--- src/rtl/link_sender_pkg.sv ---
package link_sender_pkg;

   typedef enum logic [1:0] {
      FK_BODY   = 2'b00,
      FK_HEAD   = 2'b01,
      FK_TAIL   = 2'b10,
      FK_SINGLE = 2'b11
   } flit_kind_e;

   // bit 0 opens a packet, bit 1 closes it
   function automatic logic kind_opens(input flit_kind_e k);
      return k[0];
   endfunction

   function automatic logic kind_closes(input flit_kind_e k);
      return k[1];
   endfunction

endpackage

--- src/rtl/link_credit_ctr.sv ---
module link_credit_ctr #(
   parameter int DEPTH  = 4,
   parameter bit BYPASS = 1'b0,
   localparam int CW    = $clog2(DEPTH + 1)
) (
   input  logic          clk,
   input  logic          rst_n,
   input  logic          take,
   input  logic          give,
   output logic [CW-1:0] count,
   output logic          avail
);

   localparam logic [CW-1:0] FULL = CW'(DEPTH);

   logic [CW-1:0] count_q;
   logic [CW-1:0] count_d;

   always_comb begin
      count_d = count_q;
      unique case ({take, give})
         2'b10:   count_d = count_q - 1'b1;
         2'b01:   count_d = (count_q == FULL) ? count_q : count_q + 1'b1;
         default: count_d = count_q;
      endcase
   end

   always_ff @(posedge clk) begin
      if (!rst_n) count_q <= FULL;
      else        count_q <= count_d;
   end

   generate
      if (BYPASS) begin : g_bypass
         assign avail = (count_q != '0) || give;
      end else begin : g_registered
         assign avail = (count_q != '0);
      end
   endgenerate

   assign count = count_q;

endmodule

--- src/rtl/link_pkt_lock.sv ---
module link_pkt_lock
   import link_sender_pkg::*;
(
   input  logic       clk,
   input  logic       rst_n,
   input  logic       fire,
   input  flit_kind_e kind,
   output logic       locked
);

   logic locked_q;

   always_ff @(posedge clk) begin
      if (!rst_n) begin
         locked_q <= 1'b0;
      end else if (fire) begin
         if (kind_closes(kind))     locked_q <= 1'b0;
         else if (kind_opens(kind)) locked_q <= 1'b1;
      end
   end

   assign locked = locked_q;

endmodule

--- src/rtl/link_fwd_gate.sv ---
module link_fwd_gate
   import link_sender_pkg::*;
#(
   parameter int FLIT_W = 128
) (
   input  logic              in_valid,
   input  logic [FLIT_W-1:0] in_flit,
   input  logic              avail,
   output logic              in_ready,
   output logic              out_valid,
   output logic [FLIT_W-1:0] out_flit,
   output logic              fire,
   output flit_kind_e        kind
);

   assign in_ready  = avail;
   assign fire      = in_valid && avail;
   assign out_valid = fire;
   assign out_flit  = in_flit;
   assign kind      = flit_kind_e'(in_flit[FLIT_W-1 -: 2]);

endmodule

--- src/rtl/link_sender.sv ---
module link_sender
   import link_sender_pkg::*;
#(
   parameter int FLIT_W = 128,
   parameter int DEPTH  = 4,
   parameter bit BYPASS = 1'b0,
   localparam int CW    = $clog2(DEPTH + 1)
) (
   input  logic              clk,
   input  logic              rst_n,
   input  logic              in_valid,
   input  logic [FLIT_W-1:0] in_flit,
   output logic              in_ready,
   output logic              out_valid,
   output logic [FLIT_W-1:0] out_flit,
   input  logic              credit_ret,
   output logic              link_locked
);

   generate
      if (FLIT_W < 3) begin : g_bad_width
         $error("link_sender: FLIT_W must leave room for kind and payload");
      end
      if (DEPTH < 1) begin : g_bad_depth
         $error("link_sender: DEPTH must be at least one");
      end
   endgenerate

   logic          avail;
   logic          fire;
   flit_kind_e    kind;
   logic [CW-1:0] credit_cnt;

   link_fwd_gate #(.FLIT_W(FLIT_W)) u_gate (
      .in_valid (in_valid),
      .in_flit  (in_flit),
      .avail    (avail),
      .in_ready (in_ready),
      .out_valid(out_valid),
      .out_flit (out_flit),
      .fire     (fire),
      .kind     (kind)
   );

   link_credit_ctr #(.DEPTH(DEPTH), .BYPASS(BYPASS)) u_ctr (
      .clk  (clk),
      .rst_n(rst_n),
      .take (fire),
      .give (credit_ret),
      .count(credit_cnt),
      .avail(avail)
   );

   link_pkt_lock u_lock (
      .clk   (clk),
      .rst_n (rst_n),
      .fire  (fire),
      .kind  (kind),
      .locked(link_locked)
   );

endmodule

--- config.mk ---
export PLATFORM = sky130hd
export DESIGN_NAME = link_sender
export DESIGN_NICKNAME = d
export VERILOG_FILES = /design/src/rtl/link_sender_pkg.sv /design/src/rtl/link_credit_ctr.sv /design/src/rtl/link_pkt_lock.sv /design/src/rtl/link_fwd_gate.sv /design/src/rtl/link_sender.sv
export SDC_FILE = /design/constraint.sdc
export NUM_CORES = 1
export LEC_CHECK = 0
export BUFFER_PORTS_ARGS = -buffer_cell sky130_fd_sc_hd__buf_2
export CAP_MARGIN = 20
export CORE_AREA = 2 2 101 103
export DETAILED_ROUTE_END_ITERATION = 10
export DIE_AREA = 0 0 103 105
export MAX_ROUTING_LAYER = met4
export PLACE_DENSITY = 0.49
export SLEW_MARGIN = 10
export SYNTH_ARGS = -nofsm -noshare
export SYNTH_HDL_FRONTEND = slang
export SYNTH_SLANG_ARGS = --single-unit
--- constraint.sdc ---
create_clock -name clk -period 2.43 [get_ports clk]
set_input_delay 0.486 -clock clk [delete_from_list [all_inputs] [get_ports clk]]
set_output_delay 0.486 -clock clk [all_outputs]
set_load 0.05 [all_outputs]
Word level (Yosys, flattened, before mapping). Cells that the tools add are included.

$add $sub $neg: 2. Eq/ne operators: 4. Muxes and demuxes: 4. Reduce and logical (&&, ||, !) cells: 6.

Operators by type and width (number): 3-bit one-hot mux with 2 select lines (1); 2-bit AND reduction (2); 2-bit nonzero test (2); 3-bit by 1-bit adder with 3-bit output (second input constant) (1); 3-bit equality test (second input constant) (1); 3-bit two-way mux (1); 3-bit nonzero test (1); 3-bit by 1-bit subtractor with 3-bit output (second input constant) (1); 2-bit by 1-bit equality test with 1-bit output (second input constant) (1); 2-bit equality test (second input constant) (1); 1-bit two-way mux (2); 2-bit != test (second input constant) (1); 1-bit logical AND (1).

Flip-flop bits (word level): 4. Bits of input ports: 132. Output and inout bits: 131. Logic and storage cells: 18.

Logic depth before layout (Yosys ltp).
Depth in word-level cells: 5. Depth in mapped cells: 7. Gate-level depth less buffers: 6.

Hierarchy. From an unflattened synthesis, not the netlist that was laid out.

Cell total of the unflattened synthesis: 161. Area total of the unflattened synthesis: 1253.7 sq um.

Modules (own cells, without submodules): link_fwd_gate (times used 1, cells an instance 133, area each 997.2 sq um); link_credit_ctr (times used 1, cells an instance 24, area each 220.2 sq um); link_pkt_lock (times used 1, cells an instance 4, area each 36.3 sq um).

Worst setup path before layout. Ideal clock, no wire load.

Kind: input -> register. Start point: input in_valid. End point: register u_ctr.count_q[2] (netlist: u_ctr.count[2]). Library setup time: 0.082 ns. Data arrival time: 2.132 ns. Data required time: 2.348 ns. Setup slack: 0.216 ns. Cell stages on the path: 6. Buffers on the path: 1. Cell sequence: buf_4 > o31a_1 > or2b_1 > fa_1 > o32a_1 > o2111ai_1.

Word-level cells in the longest chain between the ends: 4. Elaborated cells between the ends (all ways): 7. Classes of those cells: eq/ne: 3; mux: 1; reduce/logical: 3.

RTL lines: start: declaration (RTL line link_sender.sv:11) `input logic in_valid,`; 1-bit logical AND * (RTL line link_fwd_gate.sv:17) `assign fire = in_valid && avail;`; named net out_valid (RTL line link_sender.sv:14) `output logic out_valid,`; 2-bit by 1-bit equality test with 1-bit output or 2-bit equality test (tied branches) (RTL line link_credit_ctr.sv:21) `unique case ({take, give})`; 2-bit != test (no source line) or 2-bit nonzero test (tied branches); 2-bit AND reduction (no source line); end signal: assignment (RTL line link_credit_ctr.sv:30) `else count_q <= count_d;`; end: declaration (RTL line link_credit_ctr.sv:16) `logic [CW-1:0] count_q;`.

Mark *: on every way through the listed nets, which the timed path passes. The rest lies on a longest branch. A chain may end at the register's enable or synchronous reset.

Worst setup path in the final report.
Start point: register u_ctr.count_q[0] (netlist: u_ctr.count[0]). End point: register u_ctr.count_q[2] (netlist: u_ctr.count[2]).

Word-level cells in the longest chain between the ends: 5. Elaborated cells between the ends (all ways): 12. Classes of those cells: add/sub: 2; eq/ne: 4; mux: 2; reduce/logical: 4.

RTL lines: branches (longest 5 deep; another with 3-bit by 1-bit adder with 3-bit output).

Several ways; the timed one is not identified. The select of a mux whose other input is x is not followed.

==> results_dict.tcl <==
set metrics [dict create \
    outcome "finished, final reports clean" \
    synth_xor_area_share_pct 1.40 \
    ir_drop_mv 0.103 \
    cts_tree "built" \
    ys.flop_type "dfxtp_1" \
    yosys_warnings 0 \
    gp_congestion 0.720 \
    hold_viol 0 \
    drc_errors 0 \
    antenna_cells 0 \
    final_common_cell "buf_2" \
    grt_max_degree 10 \
    dp_hpwl_mm 1.78 \
    antenna_found_initial 0 \
    die_h_microns 105 \
    io_pins 263 \
    clk_pin_slew_ps 30 \
    p_leak_nw 0.150 \
    finalSetupViolations 0 \
    dieArea_sq_um 10800 \
    place_ws_ps 366 \
    grt_usage_pct 3.89 \
    ys_seq_area_share_pct 6.41 \
    power_density_nw_per_um2 796 \
    synth-edff-count 0 \
    synthMuxAreaShare_pct 0 \
    cts.sinks 4 \
    grt_use_met2_pct 4.13 \
    worstHoldPathType "in2reg" \
    routed_wl_mm 2.20 \
    critPathKind "reg2reg" \
    die_w_microns 103 \
    num_vias 440 \
    clock_path_buffers 2 \
    async_flop_share_pct 0 \
    p_total_uw 419 \
    grt_pass1_vias 487 \
    clk-insertion-delay-late_ps 220 \
    drtPass1Iterations 5 \
    syn_area_per_cell_sq_um 7.80 \
    worst_slack_ps 446 \
    skew_ps 0.643 \
    max_freq_ghz 0.504 \
    drtAntennaViolNets 0 \
    fp.coreArea_sq_um 9640 \
    rows 36 \
    grt_pass1_wl_mm 2.89 \
    worstRegToRegCells 5 \
    synth_fa_ha_area_share_pct 1.60 \
    hold_path_end "u_lock.locked" \
    grt.busiest_layer "met4" \
    final.setup.tns_ps 0 \
    synth-seq-cells 4 \
    synth-simple-area-share_pct 4.91 \
    drive_gt1_share_pct 34.9 \
    slew_headroom_pct 81.0 \
    grtUsageMet3_pct 2.81 \
    layout_common_cells "10 x buf_2, 4 x nand3_1, 4 x dfxtp_1" \
    post-cts-setup-buffer-count 0 \
    cap_violations 0 \
    endpoint_kind "flip-flop" \
    drt_iter0_drc 31 \
    wl_per_cell_microns 12.5 \
    met1_usage_pct 2.05 \
    area_growth_pct -57.8 \
    numCtsBuffers 3 \
    crit_required_ps 2570 \
    htree_levels 1 \
    whs_ps 471 \
    path_max_fanout 8 \
    finalCritPeriodShare_pct 81.7 \
    synth_top_family_by_area "buffers and inverters" \
    overflow 0 \
    r2r_start "u_ctr.count[0]" \
    numPortBuffers 10 \
    min_from "in_flit[127]" \
    rsz0062_at_grt "false" \
    vias_per_cell 2.50 \
    worst_pin_slew_ps 285 \
    syn_area_sq_um 1250 \
    holdBufCountCts 0 \
    slew_violations 0 \
    final_net_count 178 \
    synth_compound_area_share_pct 6.61 \
    period_needed_ps 1980 \
    arrival_ps 2120 \
    regToRegSetupSlack_ps 450 \
    cts_resized 0 \
    r2r-end "u_ctr.count[2]" \
    synthCells 160 \
    synth.net_count 293 \
    start_kind "flip-flop" \
    synth_cell_types 23 \
    cts_root_buf "clkbuf_8" \
    min_path_cells 2 \
    initial_core_util_pct 13.0 \
]
## layout make-up
class	instances	area, sq um
multi-input cells	24	181
fillers	1162	9110
inverters	2	7.51
repair buffers	10	50.0
flip-flops and latches	4	80.1
well taps	133	166
clock buffers	3	41.3
## critical path, cell delays in order (launching register included)
cell	delay [ps]
dfxtp_1	380
o31a_1	350
or2b_1	240
fa_1	420
o32a_1	360
o2111ai_1	160
## power by group
part / leakage [nW] / internal, mW / switching [mW] / total [mW]
combinational: 0.0952 / 0.0619 / 0.101 / 0.162
sequential: 0.0330 / 0.0849 / 0.0327 / 0.118
clock: 0.0216 / 0.106 / 0.0339 / 0.139
## cells in the mapped netlist, drive strengths merged, types with 2 or more instances
master	count	share of area, %
buf	130	78
dfxtp	4	6.4
nand3	4	1.6
a21oi	2	0.80
inv	2	0.60
o2111ai	2	1.4
## kinds of logic after synthesis
kind of cell               after synthesis
AOI/OAI and AO/OA                       11
buffers and inverters                  132
adders and majority gates                1
xor gates and xnor gates                 2
DFF                                      4
and+or+nand+nor                         10
## worst max path at each step
stage | startpoint | end | cells after the start
after floorplan | in_valid | u_ctr.count[2] | 6
after global placement | in_valid | u_ctr.count[2] | 6
after detailed placement | in_valid | u_ctr.count[2] | 6
after CTS | u_ctr.count[0] | u_ctr.count[2] | 5
after global routing | u_ctr.count[0] | u_ctr.count[2] | 5
final | u_ctr.count[0] | u_ctr.count[2] | 5
## through the flow
step	std cells	utilization, %	instance area, sq um
2_1_floorplan	160	-	1250
3_3_place_gp	173	5.04	485
3_5_place_dp	173	5.04	485
4_1_cts	176	5.46	527
5_1_grt	176	5.46	527
6_report	176	5.46	527
## sequential cells by signal (all words and copies together), names as in the netlist
signal and cells:
u_ctr.count 3, u_lock.locked 1
## layer usage
layer | share of wire, % | wire length (microns) | up-vias
li1 | - | - | 142
met1 | 19 | 427 | 162
met2 | 36 | 796 | 58
met3 | 20 | 446 | 78
met4 | 24 | 526 | 0
met5 | 0 | 0 | -
Note: power is estimated with default switching activity, not from simulation.
